`src/rtl/mhu_pkg.sv`:
```
// Shared constants and types for the multiply-high-unsigned unit.
// Assumes the instruction field layout is fixed (MSB-first numbering mapped to [31:0]).
package mhu_pkg;
    localparam int unsigned INSTR_W    = 32;
    localparam logic [5:0]  PRIMARY_OP = 6'd31;
    localparam logic [8:0]  EXT_OP     = 9'd11;

    typedef enum logic [1:0] {
        ST_IDLE = 2'd0,
        ST_RUN  = 2'd1,
        ST_FIN  = 2'd2
    } mhu_state_e;

    typedef struct packed {
        logic lt;
        logic gt;
        logic eq;
        logic so;
    } mhu_cr_t;
endpackage

```
`src/rtl/mhu_decode.sv`:
```
// Combinational decoder for the instruction word.
// Reports legality (primary and extended opcode match), the destination index
// and the record flag. The overflow-enable position and source index fields are
// not needed, since operand values arrive on their own ports.
module mhu_decode
    import mhu_pkg::*;
(
    input  logic [INSTR_W-1:0] instr_i,
    output logic               legal_o,
    output logic [4:0]         rt_o,
    output logic               rc_o
);
    logic unused_fields;

    // Opcode match and field extraction
    always_comb begin
        legal_o = (instr_i[31:26] == PRIMARY_OP) && (instr_i[9:1] == EXT_OP);
        rt_o    = instr_i[25:21];
        rc_o    = instr_i[0];
    end

    assign unused_fields = ^instr_i[20:10];
endmodule

```
`src/rtl/mhu_shiftadd.sv`:
```
// Radix-2 shift-add unsigned multiplier datapath.
// load captures the operands; each step retires one multiplier bit from the LSB.
// After W steps prod_o holds the full 2W-bit product. Sequencing is up to the caller.
module mhu_shiftadd #(
    parameter int unsigned W = 32
) (
    input  logic         clk,
    input  logic         rst_n,
    input  logic         load_i,
    input  logic         step_i,
    input  logic [W-1:0] mcand_i,
    input  logic [W-1:0] mplier_i,
    output logic [2*W-1:0] prod_o
);
    logic [W-1:0]   mcand_q;
    logic [2*W-1:0] prod_q;
    logic [W:0]     sum;

    // Partial sum of the upper half and the conditionally selected multiplicand
    always_comb begin
        sum = {1'b0, prod_q[2*W-1:W]} + (prod_q[0] ? {1'b0, mcand_q} : '0);
    end

    // Operand load and one shift-add step per cycle
    always_ff @(posedge clk) begin
        if (!rst_n) begin
            mcand_q <= '0;
            prod_q  <= '0;
        end else if (load_i) begin
            mcand_q <= mcand_i;
            prod_q  <= {{W{1'b0}}, mplier_i};
        end else if (step_i) begin
            prod_q  <= {sum, prod_q[W-1:1]};
        end
    end

    assign prod_o = prod_q;
endmodule

```
`src/rtl/mhu_cond.sv`:
```
// Builds the condition field from a W-bit result, read as a signed value,
// plus the summary-overflow copy. Purely combinational.
module mhu_cond
    import mhu_pkg::*;
#(
    parameter int unsigned W = 32
) (
    input  logic [W-1:0] result_i,
    input  logic         so_i,
    output mhu_cr_t      cr_o
);
    // Signed compare of the result against zero
    always_comb begin
        cr_o.lt = result_i[W-1];
        cr_o.eq = (result_i == '0);
        cr_o.gt = !result_i[W-1] && (result_i != '0);
        cr_o.so = so_i;
    end
endmodule

```
`src/rtl/mulhu_exec_unit.sv`:
```
// Multiply-high-unsigned execution unit.
// Accepts one instruction when idle and start is high, decodes it, runs HALF
// shift-add steps on the low halves of the sources, then pulses done for one
// cycle with the zero-extended upper product word. Assumes synchronous,
// active-low reset and a caller that reads results only in the done cycle.
module mulhu_exec_unit
    import mhu_pkg::*;
#(
    parameter int unsigned XLEN = 64
) (
    input  logic               clk,
    input  logic               rst_n,
    input  logic               start_i,
    input  logic [INSTR_W-1:0] instr_i,
    input  logic [XLEN-1:0]    src_a_i,
    input  logic [XLEN-1:0]    src_b_i,
    input  logic               so_i,
    output logic               busy_o,
    output logic               done_o,
    output logic               illegal_o,
    output logic [4:0]         rd_idx_o,
    output logic               rd_we_o,
    output logic [XLEN-1:0]    rd_data_o,
    output logic               cr_we_o,
    output logic [3:0]         cr_o
);
    localparam int unsigned HALF  = XLEN / 2;
    localparam int unsigned CNT_W = $clog2(HALF);
    localparam logic [CNT_W-1:0] LAST_STEP = CNT_W'(HALF - 1);

    mhu_state_e       state_q;
    logic [CNT_W-1:0] cnt_q;
    logic [4:0]       rt_q;
    logic             rc_q;
    logic             so_q;
    logic             illegal_q;

    logic             dec_legal;
    logic [4:0]       dec_rt;
    logic             dec_rc;
    logic             accept;
    logic [2*HALF-1:0] prod;
    mhu_cr_t          cr_val;
    logic             unused_upper;

    assign unused_upper = ^{src_a_i[XLEN-1:HALF], src_b_i[XLEN-1:HALF]};

    mhu_decode u_dec (
        .instr_i (instr_i),
        .legal_o (dec_legal),
        .rt_o    (dec_rt),
        .rc_o    (dec_rc)
    );

    // Start is honoured only in the idle state
    assign accept = start_i && (state_q == ST_IDLE);

    mhu_shiftadd #(.W(HALF)) u_mul (
        .clk      (clk),
        .rst_n    (rst_n),
        .load_i   (accept),
        .step_i   (state_q == ST_RUN),
        .mcand_i  (src_a_i[HALF-1:0]),
        .mplier_i (src_b_i[HALF-1:0]),
        .prod_o   (prod)
    );

    mhu_cond #(.W(HALF)) u_cond (
        .result_i (prod[2*HALF-1:HALF]),
        .so_i     (so_q),
        .cr_o     (cr_val)
    );

    // Sequencer: idle -> run for HALF steps -> one finish cycle; illegal skips run
    always_ff @(posedge clk) begin
        if (!rst_n) begin
            state_q   <= ST_IDLE;
            cnt_q     <= '0;
            rt_q      <= '0;
            rc_q      <= 1'b0;
            so_q      <= 1'b0;
            illegal_q <= 1'b0;
        end else begin
            case (state_q)
                ST_IDLE: if (accept) begin
                    rt_q      <= dec_rt;
                    rc_q      <= dec_rc;
                    so_q      <= so_i;
                    illegal_q <= !dec_legal;
                    cnt_q     <= '0;
                    state_q   <= dec_legal ? ST_RUN : ST_FIN;
                end
                ST_RUN: begin
                    cnt_q <= cnt_q + 1'b1;
                    if (cnt_q == LAST_STEP) state_q <= ST_FIN;
                end
                default: state_q <= ST_IDLE;
            endcase
        end
    end

    // Output view of the sequencer state and result
    always_comb begin
        busy_o    = (state_q != ST_IDLE);
        done_o    = (state_q == ST_FIN);
        illegal_o = done_o && illegal_q;
        rd_we_o   = done_o && !illegal_q;
        cr_we_o   = rd_we_o && rc_q;
        rd_idx_o  = rt_q;
        rd_data_o = {{(XLEN-HALF){1'b0}}, prod[2*HALF-1:HALF]};
        cr_o      = cr_val;
    end
endmodule

```
`config.mk`:
```
export PLATFORM = sky130hd
export DESIGN_NAME = mulhu_exec_unit
export DESIGN_NICKNAME = d
export VERILOG_FILES = /design/src/rtl/mhu_pkg.sv /design/src/rtl/mhu_decode.sv /design/src/rtl/mhu_shiftadd.sv /design/src/rtl/mhu_cond.sv /design/src/rtl/mulhu_exec_unit.sv
export SDC_FILE = /design/constraint.sdc
export NUM_CORES = 1
export LEC_CHECK = 0
export CORE_MARGIN = 2
export CORE_UTILIZATION = 35
export CTS_CLUSTER_DIAMETER = 100
export DETAILED_ROUTE_END_ITERATION = 8
export PLACE_DENSITY = 0.77
export SYNTH_ARGS = -nofsm -noshare
export SYNTH_HDL_FRONTEND = slang
export SYNTH_SLANG_ARGS = --single-unit
```
`constraint.sdc`:
```
create_clock -name clk -period 3.8 [get_ports clk]
set_input_delay 0.38 -clock clk [delete_from_list [all_inputs] [get_ports clk]]
set_output_delay 0.38 -clock clk [all_outputs]
set_load 0.03 [all_outputs]
```
==> metrics.txt, run 1 <==
outcome=completed; post-synthesis sequential area ratio=0.322; Final ANT Viol Nets=0; Vias=6295; die area=0.0208 mm^2; clk buf depth=2; kind of critical path=flip-flop to flip-flop; met2 Use GR=0.280; Die W=144 um; Post-synth EDFFs=0; Synth Register Bits=111; Iter 0 DRT Violations=400; Setup-failing EPs final=0; reg2reg setup slack=0.77 ns; diodes inserted=0; input/output buffers=134; vias in the first global route=5671; max cap viols=0; core area=0.0194 mm^2; clk_skew=0.0101 ns; I/O Pins=242; hold_sp=u_mul.mcand_q[21]; Final period util=0.797; Hold Path Depth=2; total gr overflow=0; final hold violations=0; Util after Layout=0.433; Distinct cells, synth=55; Hold Path Sink=u_mul.mcand_q[21]; HP Class=flip-flop to flip-flop; # fillers=1954; RSZ-0062 raised after global routing=no; routing usage on met1=0.223; P_leak=0.00324 uW; Design Area, Final=0.00839 mm^2; htree depth=3; Worst EP required=4.10 ns; clock slew seen by the registers of the worst setup and hold paths=0.08 ns; DPL Wire Length=14000 um; Yosys top cell area share=0.322; Reg-to-Reg End=u_mul.prod_o[57]; worst slew pin tran=0.798 ns; Syn. warnings=0; GRT Max-Usage Layer=met2; Max FO, Critical Path=12; buffer count from post-CTS setup fixing=0; gpl congestion=0.937; Inst Count DP=1208; Worst setup EP type=flip-flop; post-DR wirelength/cell=15.1 um; final-report max-slew violation count=0; cts repair resizes=0; Tot GR Track Use=0.174; FF-to-FF path depth=10; final worst setup slack=0.771 ns; Area growth, synth to finish=21.8%; VDD IR-drop max=0.000197 V; worst r2r src=u_mul.prod_o[0]; Max Clock Freq=330 MHz; pre-CTS WS=0.837 ns; WL final=18500 um; root buffer cell=clkbuf_16; minimum clock period after layout=3.03 ns; Starting Density=0.355; vias per cell=5.15; instance area after placement=0.00810 mm^2; Gate Count Post-Synth=882; drt first pass iters=5; # DRC=0; Fin Setup TNS=0 ns; Area contributors post-synth=dfxtp_1 32%, nand2_1 9.7%, a21boi_0 8.1%; CTS tree=yes; M3 GR Usage=0.0450; latest clock arrival within the worst-skew pair=0.36 ns; crit path launch type=flip-flop; cts hold-fix bufs=0; non-filler cells, final=1223; syn avg cell area=7.82 um^2; largest net degree at the start of global routing=74; leading area contributor after synthesis=dfxtp_1; Synth Flop Type=dfxtp_1; fraction of layout cells with a size suffix above 1=0.0438; DIE HEIGHT=144 um; row cnt=51; clk sinks=111; WP data arrival=3.33 ns; Layout Nets=1153; Post-Syn Area=0.00689 mm^2; Num CTS Buffers=9; Power Density=299 mW/mm^2; Async SR Flop Fraction=0; normalized max-slew margin=0.467; first-pass GRT wire length=28700 um; antenna violations before repair=0
-- final cells by class --
| type | count | area (um^2) | share of cell area |
|---|---|---|---|
| multi-input cells | 675 | 4070 | 0.485 |
| inverters | 10 | 37.5 | 0.00447 |
| clock buffers | 9 | 225 | 0.0268 |
| clock inverters | 6 | 70.1 | 0.00835 |
| flip-flops and latches | 111 | 2220 | 0.265 |
| well taps | 265 | 332 | 0.0395 |
| repair buffers | 147 | 1430 | 0.171 |
-- report_power, final --
part / internal [uW] / switching [uW]
logic: 146 / 168
registers: 1210 / 24.5
clock network: 514 / 448
total: 1870 / 640
-- synth_stat cells, types with 26 or more instances --
| master | instances |
|---|---|
| nand2_1 | 179 |
| dfxtp_1 | 111 |
| a21boi_0 | 74 |
| buf_4 | 66 |
| a21oi_1 | 49 |
| clkbuf_1 | 48 |
| and2_1 | 38 |
| nor2_1 | 35 |
| ha_1 | 34 |
| a22oi_1 | 33 |
| o21ai_0 | 32 |
| nand3_1 | 26 |
-- logic make-up (layout without fill, tap and decap cells) --
kind of cell / count (synthesis) / in the layout / synth area share
simple gates: 335 / 335 / 0.222
mux: 1 / 1 / 0.00163
xor+xnor: 20 / 20 / 0.0254
flops: 111 / 111 / 0.322
other cells: 1 / 32 / 0.000544
buf+inv: 127 / 172 / 0.105
compound gates: 252 / 252 / 0.258
fa+ha+maj: 35 / 35 / 0.0646
-- state kept, by name, summed over array words and instances (netlist names) --
name           count
so_q               1
cnt_q              5
rd_idx_o           5
u_mul.prod_o      64
state_q            2
rc_q               1
illegal_q          1
u_mul.mcand_q     32
-- critical path, stage by stage, from the launching register on --
cell and delay, ns:
dfxtp_1 0.42, and2_1 0.21, ha_1 0.20, fa_1 0.40, a21o_1 0.23, a221oi_4 0.35, o211a_1 0.30, o2111a_1 0.30
nor3_1 0.10, or3_1 0.36, nand3_1 0.09
-- through the flow --
step           hold WS [ns]  total power (uW)
2_1_floorplan         0.414              1450
3_3_place_gp          0.428              1570
3_5_place_dp          0.452              1570
4_1_cts               0.462              2530
5_1_grt               0.477              2600
6_report              0.459              2510
-- cell usage in the layout, fill, tap and decap left out, drive strengths merged, types with 7 or more instances in the layout --
master / count
o21ai: 32
nand4: 9
and2: 38
clkbuf: 9
clkdlybuf4s50: 133
a22oi: 33
inv: 12
ha: 34
xnor2: 9
a21o: 9
nor2: 35
nand3: 26
nand2: 179
dfxtp: 111
a21boi: 74
xor2: 11
conb: 32
nor4: 12
o31ai: 7
buf: 14
a21oi: 49
nor3: 12
-- worst max-delay path by stage --
stage               startpoint                to  slack [ns]  depth (start not counted)
5_1_grt        u_mul.prod_o[0]  u_mul.prod_o[55]        0.55                         10
2_1_floorplan  u_mul.prod_o[0]  u_mul.prod_o[59]        1.07                         11
3_5_place_dp   u_mul.prod_o[0]  u_mul.prod_o[55]        0.84                         10
4_1_cts        u_mul.prod_o[0]  u_mul.prod_o[55]        0.81                         10
6_report       u_mul.prod_o[0]  u_mul.prod_o[57]        0.77                         10
3_3_place_gp   u_mul.prod_o[0]  u_mul.prod_o[55]        0.88                         10
-- metal layers --
metal	vias up	part of all wire
li1	3141	-
met1	2900	0.45
met2	228	0.45
met3	26	0.077
met4	0	0.020
met5	-	0
Power figures use the tool's default switching activity.
==> inputs of run 2 (changes only) <==
==> constraint.sdc (replaced) <==
create_clock -name clk -period 2.8 [get_ports clk]
set_input_delay 0.28 -clock clk [delete_from_list [all_inputs] [get_ports clk]]
set_output_delay 0.28 -clock clk [all_outputs]
set_load 0.03 [all_outputs]
==> run 2 against run 1 <==
Compared with the run above: die area unchanged; sequential power rose by 36%; via count rose by 2.4%; highest routed layer unchanged; non-clock buffer count rose by 20; hold slack lost 0.031 ns; critical endpoint unchanged; first-iteration DRC count shrank 25%; wire length increased by 1.1%; clock-buffer cell count rose by 1; total power rose by 35%; core utilization increased by 1.1 points; combinational power is 38% higher.
==> metrics.txt, run 2 (synthesized netlist as in run 1, its figures left out) <==
htree depth=3 (unchanged); fraction of layout cells with a size suffix above 1=0.0735 (+0.0297); Fin Setup TNS=0 ns (unchanged); P_leak=0.00332 uW (+2.7%); worst slew pin tran=0.662 ns (-0.137 ns); Iter 0 DRT Violations=302 (-25%); Die W=144 um (unchanged); die area=0.0208 mm^2 (unchanged); core area=0.0194 mm^2 (unchanged); post-DR wirelength/cell=15.0 um (-0.64%); WL final=18600 um (+1.1%); DPL Wire Length=14200 um (+1.7%); antenna violations before repair=1 (+1); final hold violations=0 (unchanged); Max Clock Freq=368 MHz (+11%); vias per cell=5.18 (+0.64%); crit-path cells=and2_1 -> ha_2 -> fa_2 -> a21o_1 -> a221oi_4 -> o211a_1 -> o2111a_2 -> nor3_1 -> or3_1 -> nand3_1; Layout Nets=1173 (+1.7%); CTS tree=yes; latest clock arrival within the worst-skew pair=0.37 ns (about the same); # DRC=0 (unchanged); Final ANT Viol Nets=0 (unchanged); non-filler cells, final=1244 (+1.7%); total gr overflow=0 (unchanged); normalized max-slew margin=0.559 (+0.0921); root buffer cell=clkbuf_16; clock slew seen by the registers of the worst setup and hold paths=0.08 ns (about the same); Worst setup EP type=flip-flop; total power=3380 uW (+35%); Setup-failing EPs final=0 (unchanged); max reg flops=64 (unchanged); Worst EP required=3.11 ns (-0.99 ns); most frequent cells in the layout=179 x nand2_1, 132 x clkdlybuf4s50_1, 111 x dfxtp_1; gpl congestion=0.911 (-2.8%); Power Density=393 mW/mm^2 (+32%); Starting Density=0.355 (unchanged); Max FO, Critical Path=3 (-9); Util after Layout=0.444 (+0.0112); input/output buffers=134 (unchanged); diodes inserted=0 (unchanged); most common cell after layout, fill and taps aside=nand2_1; row cnt=51 (unchanged); Inst Count DP=1225 (+1.4%); minimum clock period after layout=2.72 ns (-0.309 ns); HP Class=primary input to flip-flop; drt first pass iters=5 (unchanged); Vias=6444 (+2.4%); I/O Pins=242 (unchanged); Num CTS Buffers=9 (unchanged); Final period util=0.972 (+0.174); max incr delay on CP=0.37 ns (-0.05 ns); slowest CP cell=fa_2; WP data arrival=3.03 ns (-0.30 ns); kind of critical path=flip-flop to flip-flop; clk_skew=0.0108 ns (+0.000722 ns); RSZ-0062 raised after global routing=yes; Buffers & Inverters on Critical Path=0 (unchanged); first-pass GRT wire length=29700 um (+3.5%); vias in the first global route=6050 (+6.7%); crit path launch type=flip-flop; DIE HEIGHT=144 um (unchanged); final-report max-slew violation count=0 (unchanged); largest net degree at the start of global routing=80 (+8.1%); max cap viols=0 (unchanged); clk buf depth=2 (unchanged); clk sinks=111 (unchanged); VDD IR-drop max=0.000284 V (+44%); Tot GR Track Use=0.179 (+0.00549); outcome=completed; Area growth, synth to finish=24.9%; cell family with most CP delay=compound AO/OA/AOI/OAI gates
run 2: cell types whose count changed in the layout (fill, tap and decap cells not counted), moves of 2 or more:
| cell | delta |
|---|---|
| a21oi_2 | +2 |
| buf_4 | +19 |
| ha_2 | +2 |
| a21oi_1 | -2 |
| ha_1 | -2 |
run 2: repair_timing:
item	4_1_cts	5_1_grt
hold endpoints to repair	0	0
setup buffers	0	3
resized for setup	0	12
endpoints found under the setup margin	0	12
hold buffers	0	0
run 2: stage by stage:
stage	cell area, um^2	hold slack (ns)	worst slack [ns]
after detailed placement	8240	0.455	0.0654
after floorplan	7010	0.414	0.0651
after CTS	8530	0.425	0.0408
after global placement	8240	0.429	0.104
final	8610	0.428	0.0796
after global routing	8610	0.442	-0.00647
run 2: worst paths after layout:
check / start / to / slack (ns) / cells after the start
max: u_mul.prod_o[0] / u_mul.prod_o[57] / 0.08 / 10
min: rst_n / u_mul.prod_o[50] / 0.43 / 4
max reg2reg: u_mul.prod_o[0] / u_mul.prod_o[57] / 0.08 / 10
min reg2reg: u_mul.mcand_q[1] / u_mul.mcand_q[1] / 0.46 / 2
run 2: tightest hold or removal path: cells and delay by family:
family | cells | cell delay (ns)
buf+inv | 2 | 0.32
compound gates | 1 | 0.05
simple gates | 1 | 0.09
run 2: layer usage:
metal  vias up  wire [um]  GRT usage
met1      3001       8220      0.222
met2       231       8600      0.301
met4         0        416     0.0731
li1       3186          -          -
met3        26       1420     0.0411
met5         -          0          0
run 2: power breakdown:
| part | leakage [uW] | switching [uW] | internal, uW |
|---|---|---|---|
| registers | 0.000906 | 30.7 | 1640 |
| clock network | 0.000140 | 640 | 642 |
| logic | 0.00228 | 230 | 203 |
run 2: layout make-up:
cell class                 count  area (um^2)
inverter                      10         37.5
tap                          265          332
timing repair buffer         167         1600
fill                        1954        10800
multi-input combinational    675         4130
sequential                   111         2220
clock buffer                  10          239
clock inverter                 6         51.3
==> inputs of run 3 (changes only) <==
--- a/config.mk
+++ b/config.mk
@@ -5,11 +5,13 @@
 export SDC_FILE = /design/constraint.sdc
 export NUM_CORES = 1
 export LEC_CHECK = 0
+export CELL_PAD_IN_SITES_DETAIL_PLACEMENT = 1
+export CELL_PAD_IN_SITES_GLOBAL_PLACEMENT = 1
 export CORE_MARGIN = 2
-export CORE_UTILIZATION = 35
+export CORE_UTILIZATION = 33
 export CTS_CLUSTER_DIAMETER = 100
 export DETAILED_ROUTE_END_ITERATION = 8
-export PLACE_DENSITY = 0.77
+export PLACE_DENSITY = 0.94
 export SYNTH_ARGS = -nofsm -noshare
 export SYNTH_HDL_FRONTEND = slang
 export SYNTH_SLANG_ARGS = --single-unit
==> run 3 against run 2 <==
Compared with the run above: highest routed layer is now met5; setup slack lost 0.032 ns; die area increased by 5.9%; via count up 5.3%; combinational power rose by 4%; global-route usage grew 2.2 points; critical path type unchanged; first-iteration DRC count rose by 30%; sequential power barely moved.
==> metrics.txt, run 3 (synthesized netlist as in run 1, its figures left out) <==
outcome=completed; Worst setup EP type=flip-flop; Final ANT Viol Nets=0 (unchanged); VDD IR-drop max=0.000259 V (-8.8%); Layout Nets=1192 (+1.6%); max incr delay on CP=0.42 ns (+0.05 ns); Max Clock Freq=363 MHz (-1.2%); Num CTS Buffers=9 (unchanged); vias per cell=5.35 (+3.3%); total power=3590 uW (+5.9%); max cap viols=0 (unchanged); input/output buffers=134 (unchanged); Iter 0 DRT Violations=394 (+30%); final worst setup slack=0.0475 ns (-0.0322 ns); Power Density=403 mW/mm^2 (+2.5%); Die W=149 um (+2.9%); clk buf depth=2 (unchanged); Hold Slack=0.408 ns (-0.0206 ns); fraction of layout cells with a size suffix above 1=0.109 (+0.0357); non-filler cells, final=1268 (+1.9%); Design Area, Final=0.00890 mm^2 (+3.4%); WP data arrival=2.98 ns (-0.05 ns); total gr overflow=0 (unchanged); DPL Wire Length=17000 um (+20%); final-report max-slew violation count=0 (unchanged); cell family with most CP delay=compound AO/OA/AOI/OAI gates; Max FO, Critical Path=6 (+3); crit-path cells=and2_4 -> ha_2 -> fa_2 -> a21o_1 -> a221oi_4 -> o31ai_4 -> a221oi_4 -> buf_4 -> xor2_2 -> o21ai_0; CTS tree=yes; root buffer cell=clkbuf_16; drt first pass iters=4 (-1); diodes inserted=0 (unchanged); post-DR wirelength/cell=18.2 um (+22%); gpl congestion=0.972 (+6.7%); HP Class=primary input to flip-flop; Buffers & Inverters on Critical Path=1 (+1); Tot GR Track Use=0.201 (+0.0219); Final period util=0.983 (+0.0115); htree depth=3 (unchanged); P_leak=0.00348 uW (+4.7%); pre-CTS WS=-0.0272 ns (-0.0926 ns); antenna violations before repair=1 (unchanged); Vias=6784 (+5.3%); normalized max-slew margin=0.515 (-0.0439); Crit path top cell by count=a221oi_4; vias in the first global route=6962 (+15%); die area=0.0221 mm^2 (+5.9%); worst slew pin tran=0.725 ns (+0.0631 ns); final hold violations=0 (unchanged); # DRC=0 (unchanged); Starting Density=0.338 (-0.0169); cts hold-fix bufs=0 (unchanged); most common cell after layout, fill and taps aside=nand2_1; max reg flops=64 (unchanged); kind of critical path=flip-flop to flip-flop; WL final=23100 um (+24%); instance area after placement=0.00837 mm^2 (+1.6%); latest clock arrival within the worst-skew pair=0.36 ns (about the same); DIE HEIGHT=149 um (+2.9%); # fillers=2433 (+25%); clk_skew=0.00672 ns (-0.00408 ns); I/O Pins=242 (unchanged); clock slew seen by the registers of the worst setup and hold paths=0.08 ns (about the same); Worst EP required=3.03 ns (-0.08 ns); Setup-failing EPs final=0 (unchanged); clk sinks=111 (unchanged); largest net degree at the start of global routing=80 (unchanged); first-pass GRT wire length=35600 um (+20%); slowest CP cell=a221oi_4; core area=0.0204 mm^2 (+5.0%); row cnt=52 (+2.0%); most frequent cells in the layout=178 x nand2_1, 132 x clkdlybuf4s50_1, 110 x dfxtp_1; crit path launch type=flip-flop; Area growth, synth to finish=29.1%; Inst Count DP=1247 (+1.8%); minimum clock period after layout=2.75 ns (+0.0322 ns)
==> run 3: path summary, 6_finish.rpt <==
kind,start,endpoint,slack (ns),cells after the start
setup reg to reg,u_mul.prod_o[0],u_mul.prod_o[47],0.05,10
hold reg to reg,u_mul.mcand_q[11],u_mul.mcand_q[11],0.46,2
hold / removal,rst_n,u_mul.prod_o[62],0.41,4
setup / recovery,u_mul.prod_o[0],u_mul.prod_o[47],0.05,10
==> run 3: tightest hold or removal path: stages <==
cell	delay (ns)
buf_2	0.09
and2_1	0.19
nand3_1	0.10
nand3_1	0.08
==> run 3: stage by stage <==
stage          TNS, ns  utilization
2_1_floorplan        0            -
3_3_place_gp         0        0.411
3_5_place_dp   -0.0602        0.411
4_1_cts        -0.0198        0.428
5_1_grt        -0.0956        0.437
6_report             0        0.437
==> run 3: timing repair <==
action                                  CTS  global route
endpoints found under the setup margin    8            20
cloned                                    0             0
pin swaps                                 1             8
setup buffers                             0             5
resized for setup                         3            32
==> run 3: layout make-up <==
| class | count | area, um^2 | area share |
|---|---|---|---|
| multi-input combinational | 675 | 4220 | 0.475 |
| inverter | 10 | 37.5 | 0.00422 |
| tap | 270 | 338 | 0.0380 |
| sequential | 111 | 2230 | 0.250 |
| clock buffer | 9 | 225 | 0.0253 |
| timing repair buffer | 186 | 1750 | 0.196 |
| clock inverter | 7 | 103 | 0.0115 |
==> run 3: power by group <==
part	total [uW]	leakage (uW)	internal, uW	switching [uW]
sequential	1670	0.000907	1640	33.0
clock	1460	0.000162	799	662
combinational	453	0.00241	209	245
==> run 3: metal layers <==
layer	up-vias	track usage	wire length, um
met4	2	0.0948	772
met2	213	0.351	11600
met1	3301	0.231	9260
li1	3218	-	-
met3	50	0.0497	1470
met5	-	0	13
